<file path="config.mk">
export PLATFORM = sky130hd
export DESIGN_NAME = flash_range_guard
export DESIGN_NICKNAME = d
export VERILOG_FILES = /design/src/rtl/frg_pkg.sv /design/src/rtl/frg_regs.sv /design/src/rtl/frg_match.sv /design/src/rtl/flash_range_guard.sv
export SDC_FILE = /design/constraint.sdc
export NUM_CORES = 1
export LEC_CHECK = 0
export BUFFER_PORTS_ARGS = -buffer_cell sky130_fd_sc_hd__buf_2
export CORE_ASPECT_RATIO = 0.6
export CORE_MARGIN = 3
export CORE_UTILIZATION = 30
export DETAILED_ROUTE_END_ITERATION = 7
export HOLD_SLACK_MARGIN = 0.06
export PLACE_DENSITY = 0.44
export SKIP_CTS_REPAIR_TIMING = 1
export SYNTH_ARGS = -nofsm -noshare
export SYNTH_HDL_FRONTEND = slang
export SYNTH_SLANG_ARGS = --single-unit
</file>
<file path="constraint.sdc">
create_clock -name clk -period 3.3 [get_ports clk]
set_input_delay 0.825 -clock clk [delete_from_list [all_inputs] [get_ports clk]]
set_output_delay 0.825 -clock clk [all_outputs]
set_load 0.05 [all_outputs]
</file>
<file path="src/rtl/frg_pkg.sv">
package frg_pkg;
  localparam int FLD_W    = 13;
  localparam int BASE_LSB = 0;
  localparam int LIM_LSB  = 16;
  localparam int RP_BIT   = 15;
  localparam int WP_BIT   = 31;
  localparam int LOCK_BIT = 15;
  localparam int ERR_BIT  = 0;

  typedef struct packed {
    logic             wp;
    logic [FLD_W-1:0] lim;
    logic             rp;
    logic [FLD_W-1:0] base;
  } rng_t;

  localparam int RNG_W = $bits(rng_t);

  function automatic rng_t img_to_rng(input logic [31:0] d);
    rng_t r;
    r.wp   = d[WP_BIT];
    r.lim  = d[LIM_LSB +: FLD_W];
    r.rp   = d[RP_BIT];
    r.base = d[BASE_LSB +: FLD_W];
    return r;
  endfunction

  function automatic logic [31:0] rng_to_img(input rng_t r);
    logic [31:0] d;
    d = '0;
    d[WP_BIT]              = r.wp;
    d[LIM_LSB +: FLD_W]    = r.lim;
    d[RP_BIT]              = r.rp;
    d[BASE_LSB +: FLD_W]   = r.base;
    return d;
  endfunction
endpackage

</file>
<file path="src/rtl/frg_regs.sv">
module frg_regs import frg_pkg::*; #(
  parameter int NUM_RNG  = 5,
  parameter int REG_AW   = 8,
  parameter int RNG_OFS  = 'h74,
  parameter int STAT_OFS = 'h04
) (
  input  logic                     clk,
  input  logic                     rst,
  input  logic                     wr_en,
  input  logic [REG_AW-1:0]        addr,
  input  logic [31:0]              wdata,
  input  logic                     err_set,
  output rng_t [NUM_RNG-1:0]       rng,
  output logic                     locked,
  output logic                     err,
  output logic [31:0]              rdata
);
  localparam logic [REG_AW-1:0] STAT_A = REG_AW'(STAT_OFS);

  logic stat_wr;
  assign stat_wr = wr_en && (addr == STAT_A);

  // freeze bit: set-only, cleared by reset
  always_ff @(posedge clk) begin
    if (rst)                             locked <= 1'b0;
    else if (stat_wr && wdata[LOCK_BIT]) locked <= 1'b1;
  end

  // sticky error: a new block wins over a simultaneous clear
  always_ff @(posedge clk) begin
    if (rst)                                 err <= 1'b0;
    else if (err_set)                        err <= 1'b1;
    else if (stat_wr && wdata[ERR_BIT])      err <= 1'b0;
  end

  for (genvar i = 0; i < NUM_RNG; i++) begin : g_rng
    localparam logic [REG_AW-1:0] MY_A = REG_AW'(RNG_OFS + 4*i);
    always_ff @(posedge clk) begin
      if (rst)                                  rng[i] <= '0;
      else if (wr_en && addr == MY_A && !locked) rng[i] <= img_to_rng(wdata);
    end
  end

  logic [31:0] rd_nxt;
  always_comb begin
    rd_nxt = '0;
    if (addr == STAT_A) begin
      rd_nxt[LOCK_BIT] = locked;
      rd_nxt[ERR_BIT]  = err;
    end
    for (int i = 0; i < NUM_RNG; i++) begin
      if (addr == REG_AW'(RNG_OFS + 4*i)) rd_nxt = rng_to_img(rng[i]);
    end
  end

  always_ff @(posedge clk) begin
    if (rst) rdata <= '0;
    else     rdata <= rd_nxt;
  end
endmodule

</file>
<file path="src/rtl/frg_match.sv">
module frg_match import frg_pkg::*; #(
  parameter int NUM_RNG = 5,
  parameter int PAGE_W  = 12
) (
  input  rng_t [NUM_RNG-1:0]        rng,
  input  logic [FLD_W+PAGE_W-1:0]   addr,
  input  logic                      is_wr,
  output logic                      hit
);
  localparam int ADDR_W = FLD_W + PAGE_W;

  logic [NUM_RNG-1:0] in_rng;

  for (genvar i = 0; i < NUM_RNG; i++) begin : g_cmp
    logic [ADDR_W-1:0] lo, hi;
    logic              en;
    assign lo = {rng[i].base, {PAGE_W{1'b0}}};
    assign hi = {rng[i].lim,  {PAGE_W{1'b1}}};
    assign en = is_wr ? rng[i].wp : rng[i].rp;
    // an inverted window fails one of the two compares and never matches
    assign in_rng[i] = en && (addr >= lo) && (addr <= hi);
  end

  assign hit = |in_rng;
endmodule

</file>
<file path="src/rtl/flash_range_guard.sv">
module flash_range_guard import frg_pkg::*; #(
  parameter int NUM_RNG  = 5,
  parameter int PAGE_W   = 12,
  parameter int REG_AW   = 8,
  parameter int RNG_OFS  = 'h74,
  parameter int STAT_OFS = 'h04
) (
  input  logic                    clk,
  input  logic                    rst,
  input  logic                    reg_wr_en,
  input  logic [REG_AW-1:0]       reg_addr,
  input  logic [31:0]             reg_wdata,
  output logic [31:0]             reg_rdata,
  input  logic                    acc_valid,
  input  logic                    acc_write,
  input  logic [FLD_W+PAGE_W-1:0] acc_addr,
  output logic                    acc_grant,
  output logic                    acc_block,
  output logic                    err_flag
);
  rng_t [NUM_RNG-1:0] rng_q;
  logic               lock_q;
  logic               hit;
  logic               blk_now;

  assign blk_now = acc_valid && hit;

  frg_regs #(
    .NUM_RNG(NUM_RNG), .REG_AW(REG_AW), .RNG_OFS(RNG_OFS), .STAT_OFS(STAT_OFS)
  ) u_regs (
    .clk(clk), .rst(rst), .wr_en(reg_wr_en), .addr(reg_addr), .wdata(reg_wdata),
    .err_set(blk_now), .rng(rng_q), .locked(lock_q), .err(err_flag), .rdata(reg_rdata)
  );

  frg_match #(.NUM_RNG(NUM_RNG), .PAGE_W(PAGE_W)) u_match (
    .rng(rng_q), .addr(acc_addr), .is_wr(acc_write), .hit(hit)
  );

  always_ff @(posedge clk) begin
    if (rst) begin
      acc_grant <= 1'b0;
      acc_block <= 1'b0;
    end else begin
      acc_grant <= acc_valid && !hit;
      acc_block <= blk_now;
    end
  end
endmodule

</file>
==> results.md, run 1 <==
- Status: finished, final reports clean
- Number of global-route vias before repair: ~8600
- Sw Ratio: between 20% and 30%
- GRT Max-Usage Layer: met1
- Final setup violation count: 0
- Worst VDD drop: 329.0 uV
- Met2 Use GR: 27.63%
- Flop pwr share: 46.1%
- Clock Skew: 8.214 ps
- Met3 usage: 5.152%
- Post-Synthesis Cells: 1252
- EDFF count, synth: 0
- Reg2reg start: u_regs.rng[24]$_SDFFE_PP0P_
- PnR Total Power: 4514 uW
- Wire per inst: between 20 and 25 um
- Core Box Area: 31590 um2
- RSZ-0062 raised after global routing: false
- Starting density of the core: 30.89%
- ANT nets after route: 0
- Cell internal pwr: between 3000 and 4000 uW
- Combinational share of power: 9.1%
- Area grow syn2layout: 17.26%
- Grt met1 use: 35.95%
- Sw Pwr: 1190 uW
- Ys flop type: dfxtp_1
- Antenna violations before repair: 0
- Root Buffer: clkbuf_16
- 1st-iter DRT viols: 1114
- N_diodes: 0
- Max Freq: 394.9 MHz
- Chip width: 238.8 um
- Slowest CP cell: nor3_1
- Total congestion overflow: 0
- DIE AREA: 34800 um2
- Die Height: 145.7 um
- Clock sinks: 172
- Reg2Reg Depth: 8
- CTS tree: built
- Critical path class: input pin to register
- Layout Nets: ~1600
- Warnings from Yosys: 0
- Residual DRC: 0
- Worst min path class: register to register
- Worst-path maximum fanout: 8
- Clock latency on the worst-skew pair: 450 ps
- Port Buf Inserts: 96
- Hold Crit Endpoint: u_regs.rng[82]$_SDFFE_PP0P_
- Req. time, crit path: 3610 ps
- Row count: 50
- Leak: 0.004104 uW
- DRT Pass-1 Iters: 5
- Reg2reg end: u_regs.err$_SDFFE_PP0P_
- Synth unique cells: 50
- Via count: approximately 9200
- Final TNS setup: 0 ps
- Total CTS buffers: 17
- Tcrit/Tclk final: 76.74%
- Slew @ Worst Pin: roughly 730 ps
- Final Cell Area: 11440 um2
- Crit path capture type: register
- Fraction of registers with async set/reset: 0%
- Placed inst area: roughly 11000 um2
- Slew Limit Fails: 0
- Yosys reg bits: 172
- CP Data Arrival Time: approximately 2800 ps
- I/O pins: 105
- GRT Resource Usage Total: 21.85%
- WHS Path Cells: 2
- Clock-pin transition on the worst setup and hold timing paths: roughly 70 ps
- Hold Path Origin: u_regs.rng[82]$_SDFFE_PP0P_
- Seq/Total Area, Yosys: between 30% and 40%
- First-pass GRT wire length: 56110 um
- Slew margin rel.: 51.35%
- H-tree depth: 4
- Critical path's largest stage delay: 450 ps
- Maxcap violations: 0
- Critical path cell sequence: buf_2, ha_1, nand4_1, nor3_1, a21boi_0, o21ai_0, a2bb2oi_1, a41oi_1
- Synthesized area per cell: 7.794 um2
- Dpl hpwl: between 20000 and 30000 um
- Hold Fails Final Rpt: 0
- DR vias/cell: 5.172
- Min Clock Period, post-route: 2532 ps
- Pwr dens: 394.5 nW/um2
- Post-Syn Area: 9758 um2
- Startpoint types: input pin
- Buffer depth of the longest clock path: 2
- Fraction of layout cells with a size suffix above 1: 13.53%
- Clock share of power: between 40% and 50%
- Largest net degree at the start of global routing: 60
- WL final: 37920 um
- Reg2reg setup slack: 950 ps
- Routability Congestion: 0.8652
[Yosys cell counts (5+ instances only)]
library cell | instances | area [um2]
and3_1 | 8 | 50.05
ha_1 | 130 | 1627
a21o_1 | 15 | 112.6
nand3_1 | 9 | 45.04
buf_2 | 17 | 85.08
and2_1 | 8 | 50.05
dfxtp_1 | 172 | 3443
nand4_1 | 16 | 100.1
clkbuf_1 | 36 | 135.1
a22oi_1 | 32 | 240.2
inv_1 | 132 | 495.5
and4_1 | 7 | 61.31
buf_4 | 10 | 75.07
o21ai_0 | 20 | 100.1
nor2_1 | 17 | 63.81
o211ai_1 | 5 | 37.54
a21oi_1 | 208 | 1041
nor4_1 | 8 | 50.05
a222oi_1 | 26 | 260.3
a31oi_1 | 7 | 43.79
nand2_1 | 312 | 1171
[layout make-up]
type                       instances  area (um2)
tap                              416       520.5
clock buffer                      23       478.0
multi-input combinational        886        5542
inverter                         132       495.5
fill                            3328       20150
clock inverter                     9       87.58
sequential                       172        3443
timing repair buffer             145       875.8
[cell families after synthesis]
family	after synthesis	share of synthesized area, %
fa+ha+maj	130	16.67
compound gates	348	21.79
buf+inv	197	8.334
simple gates	399	17.34
other cells	1	0.03843
flops	172	35.29
mux	5	0.5513
[sequential cells by signal, summed over array words and instances, names as in the netlist]
name / count
u_regs.rng: 140
u_regs.rdata: 28
acc_block: 1
acc_grant: 1
u_regs.err: 1
u_regs.locked: 1
[power by group through the flow]
stage / logic (uW) / registers (uW) / clock network, uW
final: 412 / 2080 / 2020
after global placement: 401 / 2130 / 0
after floorplan: 209 / 2130 / 0
after detailed placement: 405 / 2130 / 0
after global routing: 460 / 2080 / 2160
after CTS: 407 / 2080 / 2080
[worst max-delay path: cells and delay by family]
family / cells / cell delay, ps
AOI/OAI and AO/OA: 4 / 900
and+or+nand+nor: 2 / 560
adders and majority gates: 1 / 340
buffers and inverters: 1 / 200
[stage by stage]
stage	instances	worst slack [ps]	utilization (%)	hold slack, ps
6_report	1783	767.6	36.22	474.0
5_1_grt	1783	530.4	36.22	496.4
4_1_cts	1783	816.7	36.22	474.1
2_1_floorplan	1255	880.7	-	445.5
3_5_place_dp	1751	352.0	34.43	464.4
3_3_place_gp	1751	348.8	34.43	458.2
[worst max path at each step]
stage               slack (ps)    startpoint  depth (start not counted)                     endpoint
floorplan                  880   reg_addr[4]                          7  u_regs.rng[89]$_SDFFE_PP0P_
global placement           350  acc_addr[15]                          9         acc_block$_SDFF_PP0_
detailed placement         350  acc_addr[22]                          8      u_regs.err$_SDFFE_PP0P_
CTS                        820  acc_addr[22]                          8      u_regs.err$_SDFFE_PP0P_
global route               530  acc_addr[14]                          8      u_regs.err$_SDFFE_PP0P_
finish                     770  acc_addr[22]                          8      u_regs.err$_SDFFE_PP0P_
[layout by cell type, fill, tap and decap left out, types with 3 or more instances in the layout]
| master | n |
|---|---|
| a21boi_0 | 4 |
| o21ai_0 | 20 |
| buf_4 | 48 |
| dfxtp_1 | 172 |
| inv_1 | 132 |
| clkbuf_1 | 3 |
| nor2b_1 | 4 |
| and2_1 | 8 |
| conb_1 | 4 |
| o21a_1 | 3 |
| o21bai_1 | 3 |
| o211ai_1 | 5 |
| nor4_1 | 7 |
| a31oi_1 | 7 |
| clkbuf_8 | 3 |
| nor3_1 | 4 |
| and4_1 | 7 |
| a211oi_1 | 3 |
| nand2_1 | 312 |
| ha_1 | 130 |
| mux2_2 | 3 |
| a21oi_1 | 208 |
| nand3_1 | 9 |
| clkinvlp_4 | 4 |
| a22oi_1 | 32 |
| nor2_1 | 15 |
| o31ai_1 | 4 |
| and3_1 | 8 |
| a21o_1 | 15 |
| a222oi_1 | 26 |
| clkbuf_16 | 17 |
| buf_2 | 95 |
| nand4_1 | 16 |
[per-layer routing]
metal	up-vias	wire length (um)
li1	4534	-
met1	4312	20490
met2	351	13590
met3	24	3408
met4	0	435
met5	-	0
Power figures use the tool's default switching activity.
==> run 2: changes to the inputs <==
--- a/config.mk
+++ b/config.mk
@@ -11,7 +11,7 @@
 export CORE_UTILIZATION = 30
 export DETAILED_ROUTE_END_ITERATION = 7
 export HOLD_SLACK_MARGIN = 0.06
-export PLACE_DENSITY = 0.44
+export PLACE_DENSITY = 0.46
 export SKIP_CTS_REPAIR_TIMING = 1
 export SYNTH_ARGS = -nofsm -noshare
 export SYNTH_HDL_FRONTEND = slang
==> constraint.sdc (replaced) <==
create_clock -name clk -period 2.3 [get_ports clk]
set_input_delay 0.575 -clock clk [delete_from_list [all_inputs] [get_ports clk]]
set_output_delay 0.575 -clock clk [all_outputs]
set_load 0.05 [all_outputs]
==> results.md, run 2 (same netlist as run 1, synthesis figures left out) <==
- Req. time, crit path: 2660 ps (-950 ps)
- CP Data Arrival Time: 2570 ps (-270 ps)
- Worst-path maximum fanout: 6 (-2)
- Critical path class: input pin to register
- First-pass GRT wire length: 57170 um (+1.9%)
- Largest registers: u_regs.rng x140, u_regs.rdata x28
- Reg2reg end: acc_block$_SDFF_PP0_
- Fraction of layout cells with a size suffix above 1: 18.88% (+5.3 points)
- Hold Fails Final Rpt: 0 (unchanged)
- Wire per inst: 20.76 um (-2.4%)
- N_diodes: 0 (unchanged)
- Sequential Area: 3452 um2 (+0.25%)
- Most frequent cells in the layout: nand2_1, a21oi_1, dfxtp_1
- Root Buffer: clkbuf_16
- Number of global-route vias before repair: 8990 (+4.7%)
- Core Box Area: 31590 um2 (unchanged)
- Slew margin rel.: 67.79% (+16 points)
- Commonest non-fill, non-tap cell in the layout: nand2_1
- Total congestion overflow: 0 (unchanged)
- Pwr dens: 539.2 nW/um2 (+37%)
- Die Height: 145.7 um (unchanged)
- Flop pwr share: 45.3% (-0.8 points)
- Combinational share of power: 10.1% (+1.0 points)
- Buffer depth of the longest clock path: 2 (unchanged)
- H-tree depth: 4 (unchanged)
- Final core occ: 38.69% (+2.5 points)
- Reg2reg setup slack: 130 ps (-820 ps)
- Worst min path class: input pin to register
- GRT Resource Usage Total: 22.02% (+0.17 points)
- Slew @ Worst Pin: 469.7 ps (-258.4 ps)
- Area grow syn2layout: 25.25%
- DR vias/cell: 5.212 (+0.78%)
- 1st-iter DRT viols: 1092 (-2.0%)
- Starting density of the core: 30.89% (unchanged)
- Max Freq: 453.9 MHz
- Sw Pwr: 1778 uW (+49%)
- ANT nets after route: 0 (unchanged)
- Sw Ratio: 26.99% (+0.63 points)
- Slew Limit Fails: 0 (unchanged)
- Hold WS: 378.5 ps (-95.46 ps)
- RSZ-0062 raised after global routing: true
- Chip width: 238.8 um (unchanged)
- Maxcap violations: 0 (unchanged)
- Clock latency on the worst-skew pair: 460 ps (about the same)
- Residual DRC: 0 (unchanged)
- Biggest register: u_regs.rng
- Hold Path Origin: reg_wdata[8]
- WHS Path Cells: 3 (+1)
- Final setup violation count: 0 (unchanged)
- Via count: 9595 (+4.1%)
- Worst VDD drop: 545.0 uV (+66%)
- Dpl hpwl: 28800 um (+1.8%)
- DIE AREA: 34800 um2 (unchanged)
- DRT Pass-1 Iters: 6 (+1)
- Clock Skew: 12.39 ps (+4.181 ps)
- Total CTS buffers: 17 (unchanged)
- Pre-CTS WS: -404.6 ps (-756.6 ps)
- Port Buf Inserts: 96 (unchanged)
- Antenna violations before repair: 0 (unchanged)
- PnR Total Power: 6589 uW (+46%)
- Clock sinks: 172 (unchanged)
- Multi-input logic area: 5639 um2 (+1.8%)
- Crit path capture type: register
- Clock share of power: 44.6% (-0.2 points)
- Leak: 0.004487 uW (+9.3%)
- Min Clock Period, post-route: roughly 2200 ps
- Reg2reg start: u_regs.rng[120]$_SDFFE_PP0P_
- Startpoint types: input pin
- Largest net degree at the start of global routing: 59 (-1.7%)
- I/O pins: 105 (unchanged)
- Status: finished, final reports clean
- FILL cells: 3265 (-1.9%)
- Placed cells: 1809 (+3.3%)
- Reg2Reg Depth: 10 (+2)
- Routability Congestion: 0.9001 (+4.0%)
- CTS tree: built
- Max reg flops: 140 (unchanged)
- Layout Nets: 1612 (+3.7%)
- Non-Filler Instances: 1841 (+3.3%)
- WL final: 38220 um (+0.80%)
- Cell internal pwr: 4811 uW (+45%)
- Clock-pin transition on the worst setup and hold timing paths: 80 ps (about the same)
- Final worst setup slack: 96.80 ps (-670.8 ps)
- Row count: 50 (unchanged)
- Hold Crit Endpoint: u_regs.rng[120]$_SDFFE_PP0P_
- Tcrit/Tclk final: 95.79%
[run 2: cell types whose count changed in the layout (fill, tap and decap cells not counted), moves of 3 or more]
| cell | previous run | this run |
|---|---|---|
| o21ai_0 | 20 | 16 |
| buf_12 | 2 | 20 |
| dfxtp_1 | 172 | 165 |
| o21ai_1 | 0 | 3 |
| nor4_2 | 1 | 4 |
| nor4_1 | 7 | 4 |
| dfxtp_2 | 0 | 7 |
| buf_4 | 48 | 90 |
| buf_2 | 95 | 92 |
[run 2: how the worst max path moves through the flow]
stage | start | endpoint | cells past startpoint
floorplan | reg_addr[4] | u_regs.rng[89]$_SDFFE_PP0P_ | 7
global placement | acc_addr[14] | acc_block$_SDFF_PP0_ | 10
detailed placement | acc_addr[18] | acc_grant$_SDFF_PP0_ | 9
CTS | u_regs.rng[62]$_SDFFE_PP0P_ | acc_grant$_SDFF_PP0_ | 9
global route | u_regs.rng[82]$_SDFFE_PP0P_ | acc_grant$_SDFF_PP0_ | 9
finish | acc_addr[20] | acc_block$_SDFF_PP0_ | 11
[run 2: power by group through the flow]
stage	combinational, uW	clock, uW	sequential [uW]
final	668	2940	2980
after global routing	744	3120	2980
after CTS	645	3000	2980
after detailed placement	640	0	3050
after global placement	631	0	3050
after floorplan	299	0	3050
[run 2: per-stage QoR]
step	setup TNS (ps)	cell area (um2)
detailed placement	-20420	11540
global route	-5.268	12220
finish	0	12220
CTS	-57.96	12110
global placement	-18580	11540
floorplan	0	9769
[run 2: routing by layer]
metal / vias up / global-route usage (%) / share of wire (%)
met4: 0 / 4.620 / 0.95
met5: - / 0 / 0
li1: 4646 / - / -
met1: 4573 / 36.12 / 53
met2: 351 / 28.10 / 37
met3: 25 / 5.057 / 9.0
[run 2: final cells by class]
| class | count | area share (%) |
|---|---|---|
| multi-input cells | 886 | 46.14 |
| inverters | 132 | 4.054 |
| clock buffers | 21 | 3.767 |
| repair buffers | 203 | 12.63 |
| clock inverters | 11 | 0.9009 |
| well taps | 416 | 4.259 |
| flip-flops and latches | 172 | 28.25 |
[run 2: worst max-delay path, cell delays in order]
cell and delay [ps]:
buf_2 180, buf_4 160, ha_1 310, nand2_1 90, buf_4 150, o21ai_0 160
o211ai_1 110, a31oi_1 280, buf_4 160, o211ai_1 110, a311oi_1 280
